[config.mk]
export PLATFORM = sky130hd
export DESIGN_NAME = fir_share_top
export DESIGN_NICKNAME = d
export VERILOG_FILES = /design/src/rtl/fir_share_pkg.sv /design/src/rtl/fir_share_precomp.sv /design/src/rtl/fir_share_coef_bank.sv /design/src/rtl/fir_share_tap.sv /design/src/rtl/fir_share_top.sv
export SDC_FILE = /design/constraint.sdc
export NUM_CORES = 1
export LEC_CHECK = 0
export ABC_AREA = 1
export CAP_MARGIN = 5
export CORE_MARGIN = 2
export CORE_UTILIZATION = 30
export DETAILED_ROUTE_END_ITERATION = 16
export PLACE_DENSITY = 0.45
export SETUP_SLACK_MARGIN = 0.2
export SLEW_MARGIN = 20
export SYNTH_ARGS = -nofsm -noshare
export SYNTH_HDL_FRONTEND = slang
export SYNTH_HIERARCHICAL = 1
export SYNTH_SLANG_ARGS = --single-unit
[constraint.sdc]
create_clock -name clk_i -period 13.8 [get_ports clk_i]
set_input_delay 2.76 -clock clk_i [delete_from_list [all_inputs] [get_ports clk_i]]
set_output_delay 2.76 -clock clk_i [all_outputs]
set_load 0.01 [all_outputs]
[src/rtl/fir_share_pkg.sv]
package fir_share_pkg;
  // Order of the shared multiples on the precomputer bus
  localparam int unsigned ALPHA_CNT = 6;
  localparam int unsigned IX_1  = 0;
  localparam int unsigned IX_2  = 1;
  localparam int unsigned IX_3  = 2;
  localparam int unsigned IX_4  = 3;
  localparam int unsigned IX_8  = 4;
  localparam int unsigned IX_12 = 5;
  // 12x needs four extra bits above the sample
  localparam int unsigned ALPHA_EXT = 4;
  localparam int unsigned GROUP_W   = 4;
endpackage

[src/rtl/fir_share_precomp.sv]
module fir_share_precomp
  import fir_share_pkg::*;
#(
  parameter int unsigned DATA_W = 8,
  localparam int unsigned AW = DATA_W + ALPHA_EXT
) (
  input  logic [DATA_W-1:0]                 x_i,
  output logic [ALPHA_CNT-1:0][AW-1:0]      alpha_o
);
  logic [AW-1:0] m1, m2, m4, m8;

  assign m1 = AW'(x_i);
  assign m2 = m1 << 1;
  assign m4 = m1 << 2;
  assign m8 = m1 << 3;

  // Only two adders for the whole filter
  always_comb begin
    alpha_o        = '0;
    alpha_o[IX_1]  = m1;
    alpha_o[IX_2]  = m2;
    alpha_o[IX_3]  = m2 + m1;
    alpha_o[IX_4]  = m4;
    alpha_o[IX_8]  = m8;
    alpha_o[IX_12] = m8 + m4;
  end
endmodule

[src/rtl/fir_share_coef_bank.sv]
module fir_share_coef_bank #(
  parameter int unsigned TAPS   = 4,
  parameter int unsigned COEF_W = 8,
  localparam int unsigned IDX_W = $clog2(TAPS)
) (
  input  logic                         clk_i,
  input  logic                         rst_ni,
  input  logic                         we_i,
  input  logic [IDX_W-1:0]             idx_i,
  input  logic [COEF_W-1:0]            val_i,
  output logic [TAPS-1:0][COEF_W-1:0]  coef_o
);
  logic [TAPS-1:0][COEF_W-1:0] coef_q;

  always_ff @(posedge clk_i or negedge rst_ni) begin
    if (!rst_ni) begin
      coef_q <= '0;
    end else if (we_i && (32'(idx_i) < TAPS)) begin
      coef_q[idx_i] <= val_i;
    end
  end

  assign coef_o = coef_q;

  p_coef_write_r6: assert property (@(posedge clk_i) disable iff (!rst_ni)
    we_i |=> coef_q[$past(idx_i)] == $past(val_i));
endmodule

[src/rtl/fir_share_tap.sv]
module fir_share_tap
  import fir_share_pkg::*;
#(
  parameter int unsigned DATA_W = 8,
  parameter int unsigned COEF_W = 8,
  localparam int unsigned AW     = DATA_W + ALPHA_EXT,
  localparam int unsigned PROD_W = DATA_W + COEF_W,
  localparam int unsigned NGRP   = COEF_W / GROUP_W
) (
  input  logic                            clk_i,
  input  logic                            rst_ni,
  input  logic [ALPHA_CNT-1:0][AW-1:0]    alpha_i,
  input  logic [COEF_W-1:0]               coef_i,
  output logic [PROD_W-1:0]               prod_o
);
  logic [NGRP:0][PROD_W-1:0] part;
  logic [NGRP-1:0][AW-1:0]   grp_sum;

  assign part[0] = '0;

  for (genvar g = 0; g < NGRP; g++) begin : g_grp
    logic [AW-1:0] lo_sel, hi_sel;

    always_comb begin
      unique case (coef_i[GROUP_W*g +: 2])
        2'd0:    lo_sel = '0;
        2'd1:    lo_sel = alpha_i[IX_1];
        2'd2:    lo_sel = alpha_i[IX_2];
        default: lo_sel = alpha_i[IX_3];
      endcase
      unique case (coef_i[GROUP_W*g+2 +: 2])
        2'd0:    hi_sel = '0;
        2'd1:    hi_sel = alpha_i[IX_4];
        2'd2:    hi_sel = alpha_i[IX_8];
        default: hi_sel = alpha_i[IX_12];
      endcase
    end

    // at most 15x, fits in AW
    assign grp_sum[g]  = lo_sel + hi_sel;
    assign part[g+1]   = part[g] + (PROD_W'(grp_sum[g]) << (GROUP_W*g));
  end

  assign prod_o = part[NGRP];

  p_prod_exact_r7: assert property (@(posedge clk_i) disable iff (!rst_ni)
    prod_o == PROD_W'(alpha_i[IX_1]) * PROD_W'(coef_i));
  p_zero_coef_r7: assert property (@(posedge clk_i) disable iff (!rst_ni)
    (coef_i == '0) |-> (prod_o == '0));
endmodule

[src/rtl/fir_share_top.sv]
module fir_share_top
  import fir_share_pkg::*;
#(
  parameter int unsigned DATA_W = 8,
  parameter int unsigned COEF_W = 8,
  parameter int unsigned TAPS   = 4,
  localparam int unsigned AW     = DATA_W + ALPHA_EXT,
  localparam int unsigned PROD_W = DATA_W + COEF_W,
  localparam int unsigned ACC_W  = PROD_W + $clog2(TAPS),
  localparam int unsigned IDX_W  = $clog2(TAPS)
) (
  input  logic              clk_i,
  input  logic              rst_ni,
  input  logic [DATA_W-1:0] sample_i,
  input  logic              sample_valid_i,
  input  logic              coef_we_i,
  input  logic [IDX_W-1:0]  coef_idx_i,
  input  logic [COEF_W-1:0] coef_val_i,
  output logic [ACC_W-1:0]  y_o,
  output logic              y_valid_o
);
  localparam longint unsigned MAX_SUM =
    longint'(TAPS) * ((longint'(1) << DATA_W) - 1) * ((longint'(1) << COEF_W) - 1);

  logic [ALPHA_CNT-1:0][AW-1:0]  alpha;
  logic [TAPS-1:0][COEF_W-1:0]   coef;
  logic [TAPS-1:0][PROD_W-1:0]   prod;
  // psum_q[k] carries the pending sum for tap k+1 onward
  logic [TAPS-2:0][ACC_W-1:0]    psum_q, psum_d;
  logic [ACC_W-1:0]              y_d;

  fir_share_precomp #(.DATA_W(DATA_W)) u_pre (
    .x_i     (sample_i),
    .alpha_o (alpha)
  );

  fir_share_coef_bank #(.TAPS(TAPS), .COEF_W(COEF_W)) u_coef (
    .clk_i  (clk_i),
    .rst_ni (rst_ni),
    .we_i   (coef_we_i),
    .idx_i  (coef_idx_i),
    .val_i  (coef_val_i),
    .coef_o (coef)
  );

  for (genvar t = 0; t < TAPS; t++) begin : g_tap
    fir_share_tap #(.DATA_W(DATA_W), .COEF_W(COEF_W)) u_tap (
      .clk_i   (clk_i),
      .rst_ni  (rst_ni),
      .alpha_i (alpha),
      .coef_i  (coef[t]),
      .prod_o  (prod[t])
    );
  end

  for (genvar k = 0; k < TAPS-1; k++) begin : g_chain
    if (k == TAPS-2) begin : g_last
      assign psum_d[k] = ACC_W'(prod[k+1]);
    end else begin : g_mid
      assign psum_d[k] = ACC_W'(prod[k+1]) + psum_q[k+1];
    end
  end

  assign y_d = ACC_W'(prod[0]) + psum_q[0];

  always_ff @(posedge clk_i or negedge rst_ni) begin
    if (!rst_ni) begin
      psum_q    <= '0;
      y_o       <= '0;
      y_valid_o <= 1'b0;
    end else begin
      y_valid_o <= sample_valid_i;
      if (sample_valid_i) begin
        psum_q <= psum_d;
        y_o    <= y_d;
      end
    end
  end

  p_valid_follow_r2: assert property (@(posedge clk_i) disable iff (!rst_ni)
    y_valid_o |-> $past(sample_valid_i));
  p_hold_idle_r5: assert property (@(posedge clk_i) disable iff (!rst_ni)
    !$past(sample_valid_i) |-> ($stable(y_o) && $stable(psum_q)));
  p_no_overflow_r4: assert property (@(posedge clk_i) disable iff (!rst_ni)
    y_valid_o |-> (longint'(y_o) <= MAX_SUM));
endmodule

# Yosys cells after proc, flatten, opt, wreduce, memory -nomap -nowiden
# Cells that the tools add are included.
totals:
  register_bits: 103
  output_inout_bits: 19
  wordCells: 96
  inputBits: 22
op_classes:
  magnitude_cmp: 2
  n_eq_ne: 32
  add_sub_neg: 17
  reduce_logical: 17
  n_mux: 19
op_table:
  columns: ["operator", "count"]
  rows:
  - ["one-hot mux 12 bit (3 select lines)", 8]
  - ["one-hot mux 10 bit (3 select lines)", 8]
  - ["adder 10 x 12 -> 12 bit", 8]
  - ["adder 12 x 16 -> 16 bit", 4]
  - ["adder 16 x 18 -> 18 bit", 2]
  - ["bitwise mux 32 bit", 1]
  - ["equality test 2 x 1 -> 1 bit (second input constant)", 16]
  - ["equality test 2 bit (second input constant)", 16]
  - ["zero test 2 bit", 16]
  - ["adder 16 x 16 -> 17 bit", 1]
  - ["demux 8 bit (select 2 bit)", 1]
  - ["adder 11 x 10 -> 12 bit", 1]
  - ["adder 9 x 8 -> 10 bit", 1]
  - ["2-to-1 mux 8 bit", 1]
  - ["< comparator 2 x 3 -> 1 bit (second input constant)", 1]
  - [">= comparator 2 x 1 -> 1 bit (second input constant)", 1]
  - ["logical AND 1 bit", 1]

# Depth between registers and ports, before layout
# Gate-level depths: netlist of run 1.
depth:
  ltp_word: 5
  ltp_mapped: 38
  mapped_depth_nobuf: 37

# Cells and area by module
# The synthesis of run 1 kept the hierarchy.
modules_own_cells:
  columns: ["module", "n_inst", "cells_each", "area_per_inst_um2"]
  rows:
  - ["fir_share_tap at g_tap[1].u_tap ...", 2, 475, 2661.3]
  - ["fir_share_top", 1, 746, 5183.7]
  - ["fir_share_tap at g_tap[0].u_tap", 1, 491, 2758.9]
  - ["fir_share_tap at g_tap[3].u_tap", 1, 494, 2640.0]
  - ["fir_share_coef_bank", 1, 143, 1436.4]
  - ["fir_share_precomp", 1, 125, 839.6]

# Least setup slack after synthesis of run 1
# No wires, ideal clock.
synth_timing:
  path_kind: "input to register"
  start: "in sample_i[0]"
  end: "reg y_o[17]"
  slack_ps: 6630
  path_stages: 34
  setup_time_ps: 117
  required_ps: 13683
  arrival_time_ps: 7052
  path_cell_list: "ha_1 fa_1 nand2_1 nand2_1 nand3b_1 nand2_1 nand2_1 nand2_1 buf_4 o22ai_1 inv_1 ha_1 inv_1 nor3_1 nand3_1 nand4_1 xor2_1 ha_1 nand2_1 inv_1 a21oi_1 nand2_1 a21oi_1 nor2_4 xor2_1 ha_1 nand2_1 nor2_1 and2_1 nand2_1 nand2_1 nand2_1 nand3_1 nand2_1"
synth_rtl:
  columns: ["item", "line", "source"]
  rows:
  - ["start, declared", "fir_share_top.sv:14", "input logic [DATA_W-1:0] sample_i,"]
  - ["end signal, assigned", "fir_share_top.sv:75", "y_o <= y_d;"]
  - ["end, declared", "fir_share_top.sv:19", "output logic [ACC_W-1:0] y_o,"]

==> run summary, run 1 <==
The run finished with clean final reports. The number of I/O pins is 41. The floorplan die area is 62600 sq um.

The worst slack at placement came out at 4.92 ns. The tightest min-delay check is of the reg -> reg type. The wire length reported by the detailed router came out at 65.6 mm.

The cell sitting at the root of the clock tree is a clkbuf_16. For this run, the leading register cell type out of synthesis is dfrtp_1. The die height came out at 250 um. STA classifies the critical path endpoint as a flop. The later pin in the worst-skew pair is clocked with a latency of 0.40 ns. The library cell used most frequently in the layout, excluding fill and tap cells, is nand2_1. The total leakage power is 10.4 nW.

In the routed design, unresolved DRC markers number 0. In this run, distinct cell masters in the synthesized netlist total 55. The number of hold violations in the final report is 0. TritonCTS built the clock tree. Timing would allow up to 117 MHz. For this design, the slowest cell found on the critical path is clkdlybuf4s50_1. The clock power share is 5.6%. Global routing consumed, over all layers together, 21.0% of the routing resources. In this run the worst path has a maximum fanout of 31. Counting both buffers and inverters, the worst setup path holds a total of 4. The total iterations of the first detailed-routing run is 8.

The top cell family by delay on the critical path is compound AO/OA/AOI/OAI gates. The number of endpoints failing setup at the final stage is 0. Setup repair after global routing left no endpoint under its margin. The detailed-route via count is 18700. The number of routed nets with antenna violations came out at 0.

The largest voltage drop on the vdd net came out at 133 uV. The fraction of layout cells with a size suffix above 1 came out at 5.58%. The register area share after synthesis is 14.0%. The clock tree synthesis step divided the H-tree into 3 levels.

The type of origin of the critical path is an input pin. The internal portion of total power is 2.21 mW. At the worst endpoint, the required time is 14.08 ns.

During placement, the flow inserted port buffers numbering 40. The number of placed instances with taps included came out at 3687. The synthesized area per cell is 6.17 sq um.

The max-capacitance violation count is 0. The number of DRC markers in iteration 0 is 1404. The cell area that synthesis handed to floorplanning was 18200 sq um. The hold buffer count at CTS came out at 0. The post-synthesis sequential element count is 102. The placer's final routability congestion estimate came out at 0.952. The worst slew margin relative to its limit is 35.1%. The transition time of the tightest slew-check pin came out at 0.970 ns.

The clock period minus worst slack is 8.57 ns. The post-route non-filler standard cell count is 3703. The floorplan step set the die width to 250 um.

The repair_antennas step left the layout with diodes totalling 0. The sequential share of power came out at 10.7%. The net total in the final layout is 3131.

The count of yosys warnings during synthesis is 6. The power density over cell area came out at 277 nW/um^2. For this run, asynchronously set or reset flops after synthesis account for 100%.

The pin count of the biggest net entering global routing came out at 82. The worst setup margin is 5.23 ns. The number of buffers added by the clock tree synthesis step is 9.

The synthesis-to-finish area growth is 5.57%. By startpoint and endpoint, the worst setup path is classified as in -> reg. After floorplanning, the core was divided into 90 placement rows.

Data arrives at the worst endpoint at 8.85 ns. The number of gates resized after CTS was 0. The sink count of the clock tree is 102. The initial antenna violation count was 0. The final cycle utilization of the critical path came out at 62.1%. In this design, the critical path's most frequently occurring cell is a21oi_1. The number of enable flip-flop cells after synthesis came out at 0.

The detailed placement HPWL is 52.2 mm. The switching part of the total came out at 58.4%. The post-detailed-route via-to-cell ratio is 5.04. The clock skew after layout is 0.0202 ns.

The total global routing overflow is 0. The detail-routed net length per standard cell came out at 17.7 um. The part of the power in combinational logic came out at 83.7%. The number of global-route vias before repair is 18100. The count of mapped cells out of synthesis came out at 2949.

The count of pins over their slew limit is 0. The area of placed instances is 18900 sq um. In the layout the commonest cells are 845 x nand2_1, 482 x inv_1, 239 x a21oi_1. The floorplan step defined a core boundary enclosing 60100 sq um. The delay contributed by the slowest stage of the critical path came out at 0.45 ns. The clock transition at the registers of the reported paths came out at 0.08 ns. The total power after layout is 5.32 mW. The first global-routing pass estimated 103 mm of wire. For this configuration, the core starts out at a cell density of 30.2%.

The post-CTS setup buffer count came out at 0. The area of all placed cells without fillers is 19200 sq um. The setup TNS is 0 ns. In this run the deepest clock path goes through 2 buffers. Summed over all nets, the switching power comes to 3.10 mW.
## area by class of cell
| type | count | area (sq um) |
|---|---|---|
| fill | 6795 | 40900 |
| inverter | 513 | 1970 |
| timing repair buffer | 61 | 551 |
| tap | 782 | 978 |
| sequential | 102 | 2550 |
| clock inverter | 5 | 77.6 |
| clock buffer | 11 | 243 |
| multi-input combinational | 2229 | 12800 |
## path summary, 6_finish.rpt
kind | from | to | slack [ns] | cells past startpoint
setup / recovery | sample_i[2] | psum_q[15] | 5.23 | 30
hold / removal | y_o[0] | y_o[0] | 0.47 | 2
setup reg to reg | u_coef/coef_o[3] | y_o[15] | 8.27 | 24
hold reg to reg | y_o[0] | y_o[0] | 0.47 | 2
max in group asynchronous | rst_ni | u_coef/coef_o[4] | 10.11 | 2
min in group asynchronous | rst_ni | y_o[4] | 2.35 | 1
## cell usage after synthesis (6+ instances only)
library cell,n,area (sq um)
nand3b_1,18,135
nand3_1,144,721
nand4_1,42,263
buf_2,19,95.1
buf_6,19,214
ha_1,177,2210
buf_4,73,548
o2bb2ai_1,12,105
nor2_4,6,67.6
xor2_1,66,578
nor3_1,18,90.1
a221oi_1,30,263
dfrtp_1,102,2550
nand2_4,9,101
a21oi_1,239,1200
o221ai_1,45,394
nand3_2,8,80.1
o21ai_1,14,70.1
fa_1,16,320
a21oi_2,11,96.3
clkbuf_1,12,45.0
nand2_1,845,3170
inv_1,482,1810
nand2_2,36,225
o21ai_0,108,541
nor2_1,186,698
xnor2_1,50,438
inv_2,22,82.6
o22ai_1,66,413
o21bai_1,8,60.1
nor2_2,9,56.3
## flip-flops by register name, summed over array words and instances (netlist names)
name / flops
y_o: 18
y_valid_o: 1
psum_q: 51
u_coef/coef_o: 32
## cell families (layout without fill, tap and decap cells)
group / after synthesis / after routing / synth area share (%)
AND/OR/NAND/NOR: 1341 / 1341 / 32.2
buffers and inverters: 637 / 590 / 15.8
AO/OA/AOI/OAI: 559 / 559 / 18.4
adder cells (fa/ha/maj): 193 / 193 / 13.9
XOR/XNOR: 116 / 116 / 5.59
flip-flops: 102 / 102 / 14.0
other: 1 / 20 / 0.0206
## power by group through the flow
| stage | logic, mW | registers (mW) | clock network, mW |
|---|---|---|---|
| floorplan | 3.42 | 0.506 | 0 |
| global placement | 4.46 | 0.575 | 0 |
| detailed placement | 4.46 | 0.576 | 0 |
| CTS | 4.49 | 0.570 | 0.313 |
| global route | 5.12 | 0.583 | 0.322 |
| finish | 4.45 | 0.566 | 0.300 |
## routing by layer
metal	vias up	track usage, %	wire length, um
met1	8643	26.4	29000
met5	-	0	0
met4	0	6.86	1890
li1	9473	-	-
met3	88	1.88	2400
met2	447	37.6	32300
## worst reg2reg max path, delay by kind of cell (launching register included)
kind	cells	cell delay, ns
AOI/OAI and AO/OA	6	1.46
buffers and inverters	2	0.14
DFF	1	0.63
adders and majority gates	5	1.68
and+or+nand+nor	10	1.31
xor gates and xnor gates	1	0.17
## through the flow
stage               hold slack, ns  utilization [%]
floorplan                    0.443                -
global placement             0.457             31.4
detailed placement           0.461             31.4
CTS                          0.481             31.9
global route                 0.502             31.9
finish                       0.473             31.9
Power figures use the tool's default switching activity.
==> run 2: changes to the inputs <==
- PLACE_DENSITY: 0.45 -> 0.47
- clock period: 13.8 -> 7.7 ns (I/O delays scaled with it)
==> run 2 against run 1 <==
Compared with the run above: non-clock buffer count up 7; sequential share of layout area down 0.056 points; setup slack worse by 4.6 ns; global-route usage up 0.69 points; critical path type unchanged.
==> run summary, run 2 (synthesized netlist as in run 1, its figures left out) <==
The highest clock frequency the design can meet came out at 142 MHz. The fraction of layout cells with a size suffix above 1 came out at 5.98% (was 5.58%). The worst-case clock buffer depth is 2 (unchanged). The worst slack at placement is 0.261 ns (was 4.92 ns). The overall routing resource usage came out at 21.7% (was 21.0%).

The power density over cell area is 497 nW/um^2 (was 277 nW/um^2). The critical path capture point type is a flop (unchanged). Status: completed (unchanged). The pin count of the biggest net entering global routing came out at 73 (was 82). The clock tree root driver cell is clkbuf_16 (unchanged).

The total iterations of the first detailed-routing run is 6 (was 8). The count of pins over their slew limit came out at 0 (unchanged). The first-pass GRT wire length came out at 106 mm (was 103 mm).

The total power after layout came out at 9.58 mW (was 5.32 mW). The top register by number of flip-flops is psum_q (unchanged). The horizontal die dimension is 250 um (unchanged).

The post-detailed-route via-to-cell ratio came to 5.12 (was 5.04). The clock period minus worst slack came out at 7.02 ns. The number of I/O pins came to 41 (unchanged).

The post-CTS setup buffer count is 0 (unchanged). The largest voltage drop on the vdd net came out at 247 uV (was 133 uV). The category of the critical setup timing path is in -> reg (unchanged). The cell count of the worst hold path came out at 2 (unchanged). The DRC violation count after routing came out at 0 (unchanged).

The max-capacitance violation count came to 0 (unchanged). The clock power share came out at 5.2% (was 5.6%). The sink count of the clock tree came out at 102 (unchanged). The most repeated library cell on the critical path is nand2_1 (was a21oi_1).

The die height came to 250 um (unchanged). The latest clock arrival within the worst-skew pair was 0.40 ns (about the same). The largest fanout on the critical path is 10 (was 31). The arrival time of the worst setup path was 7.32 ns (was 8.85 ns).

The type of origin of the critical path was an input pin (unchanged). The number of DRC markers in iteration 0 came to 1491 (was 1404). The number of placed instances with taps included came out at 3694 (was 3687). The number of global-route vias before repair came out at 18400 (was 18100). The worst setup margin is 0.679 ns (was 5.23 ns).

The detailed-route via count was 19000 (was 18700). The synthesis-to-finish area growth is 6.02% (was 5.57%). The internal portion of total power came out at 3.95 mW (was 2.21 mW). The hold buffer count at CTS came out at 0 (unchanged).

The most common library cell in the layout ignoring fill and taps is nand2_1 (unchanged). The cell with the largest stage delay on the worst path is clkdlybuf4s50_1 (unchanged). The number of endpoints failing setup at the final stage came out at 0 (unchanged).

The final cycle utilization of the critical path is 91.2%. The delay contributed by the slowest stage of the critical path was 0.48 ns (was 0.45 ns). The standard-cell row count came out at 90 (unchanged). The total leakage power came to 10.4 nW (about the same). The switching power total came out at 5.63 mW (was 3.10 mW). The number of flip-flops in the largest register is 51 (unchanged).

The number of buffer cells added on primary ports was 40 (unchanged). The area inside the core boundary is 60100 sq um (unchanged). The total global routing overflow is 0 (unchanged).

The number of hold violations in the final report is 0 (unchanged). The logic depth of the worst register-to-register path is 27 (was 24). The sequential share of power is 10.9% (was 10.7%).

The number of buffers added by the clock tree synthesis step is 9 (unchanged). The switching part of the total is 58.8% (was 58.4%). The initial antenna violation count came out at 0 (unchanged). The clock skew after layout was 0.0194 ns (was 0.0202 ns).

The initial core utilization came out at 30.2% (unchanged). Unrepaired setup endpoints after global routing: false (unchanged). The floorplan die area is 62600 sq um (unchanged). The number of instances resized during post-cts repair is 0 (unchanged). The clock transition at the registers of the reported paths is 0.09 ns (was 0.08 ns). The filler cell count in the final layout came out at 6771 (was 6795).

The worst slew margin relative to its limit is 32.5% (was 35.1%). The number of routed nets with antenna violations is 0 (unchanged). The detail-routed net length per standard cell came to 18.3 um (was 17.7 um). The detailed placement HPWL came out at 54.4 mm (was 52.2 mm). The transition time of the tightest slew-check pin is 1.01 ns (was 0.970 ns).

The placer's final routability congestion estimate is 0.904 (was 0.952). The endpoint required time on the critical path is 8.00 ns (was 14.08 ns). The class of the worst hold path is reg -> reg (unchanged). Most frequent cells in the layout: 843 x nand2_1, 482 x inv_1, 239 x a21oi_1 (was 845 x nand2_1, 482 x inv_1, 239 x a21oi_1).

The clock tree from TritonCTS is yes (unchanged). The wire length reported by the detailed router came to 68.0 mm (was 65.6 mm). The count of antenna diodes in the layout is 0 (unchanged). The part of the power in combinational logic came out at 83.9% (was 83.7%). The number of H-tree levels is 3 (unchanged). The net total in the final layout was 3138 (was 3131). The post-route non-filler standard cell count is 3710 (was 3703).
## run 2: cell count changes in the layout (fill, tap and decap cells not counted), sizes merged
cell	delta
clkinv	+2
buf	+7
bufinv	-1
clkbuf	-1
## run 2: path summary, 6_finish.rpt
path                               to             start  slack, ns
setup / recovery           psum_q[33]       sample_i[4]       0.68
min in group asynchronous      y_o[7]            rst_ni       1.20
max in group asynchronous  psum_q[38]            rst_ni       5.26
setup reg to reg              y_o[16]  u_coef/coef_o[6]       2.21
hold reg to reg            psum_q[36]        psum_q[36]       0.48
hold / removal             psum_q[36]        psum_q[36]       0.48
## run 2: power by group through the flow
| stage | Sequential (mW) | Clock [mW] | Combinational (mW) |
|---|---|---|---|
| 6_report | 1.04 | 0.500 | 8.04 |
| 5_1_grt | 1.07 | 0.536 | 9.19 |
| 4_1_cts | 1.05 | 0.520 | 8.07 |
| 3_5_place_dp | 1.06 | 0 | 8.03 |
| 3_3_place_gp | 1.06 | 0 | 8.00 |
| 2_1_floorplan | 0.907 | 0 | 6.13 |
## run 2: metrics by stage
stage                     area (sq um)  util [%]  setup TNS [ns]  hold slack (ns)
after global routing             19300      32.1               0            0.507
after floorplan                  18300         -               0            0.443
final                            19300      32.1               0            0.480
after global placement           18900      31.5        -0.00977            0.464
after detailed placement         18900      31.5               0            0.466
after CTS                        19300      32.0               0            0.487
## run 2: layout make-up
cell class	instances	area [sq um]	share of cell area (%)
clock buffers	10	239	1.24
inverters	513	1970	10.2
multi-input cells	2229	12900	66.7
repair buffers	68	616	3.19
clock inverters	6	66.3	0.344
well taps	782	978	5.08
flip-flops and latches	102	2550	13.2
## run 2: per-layer routing
layer  share of wire [%]  global-route usage [%]  vias up
met4                 3.7                    8.18        0
met1                  45                    27.6     8878
met2                  47                    37.8      482
li1                    -                       -     9500
met5                   0                       0        -
met3                 3.8                    2.07      125
## run 2: critical path: cells and delay by family
kind	cells	cell delay (ns)
AOI/OAI and AO/OA	12	2.10
buffers and inverters	5	0.87
adders and majority gates	4	1.55
and+or+nand+nor	12	1.25
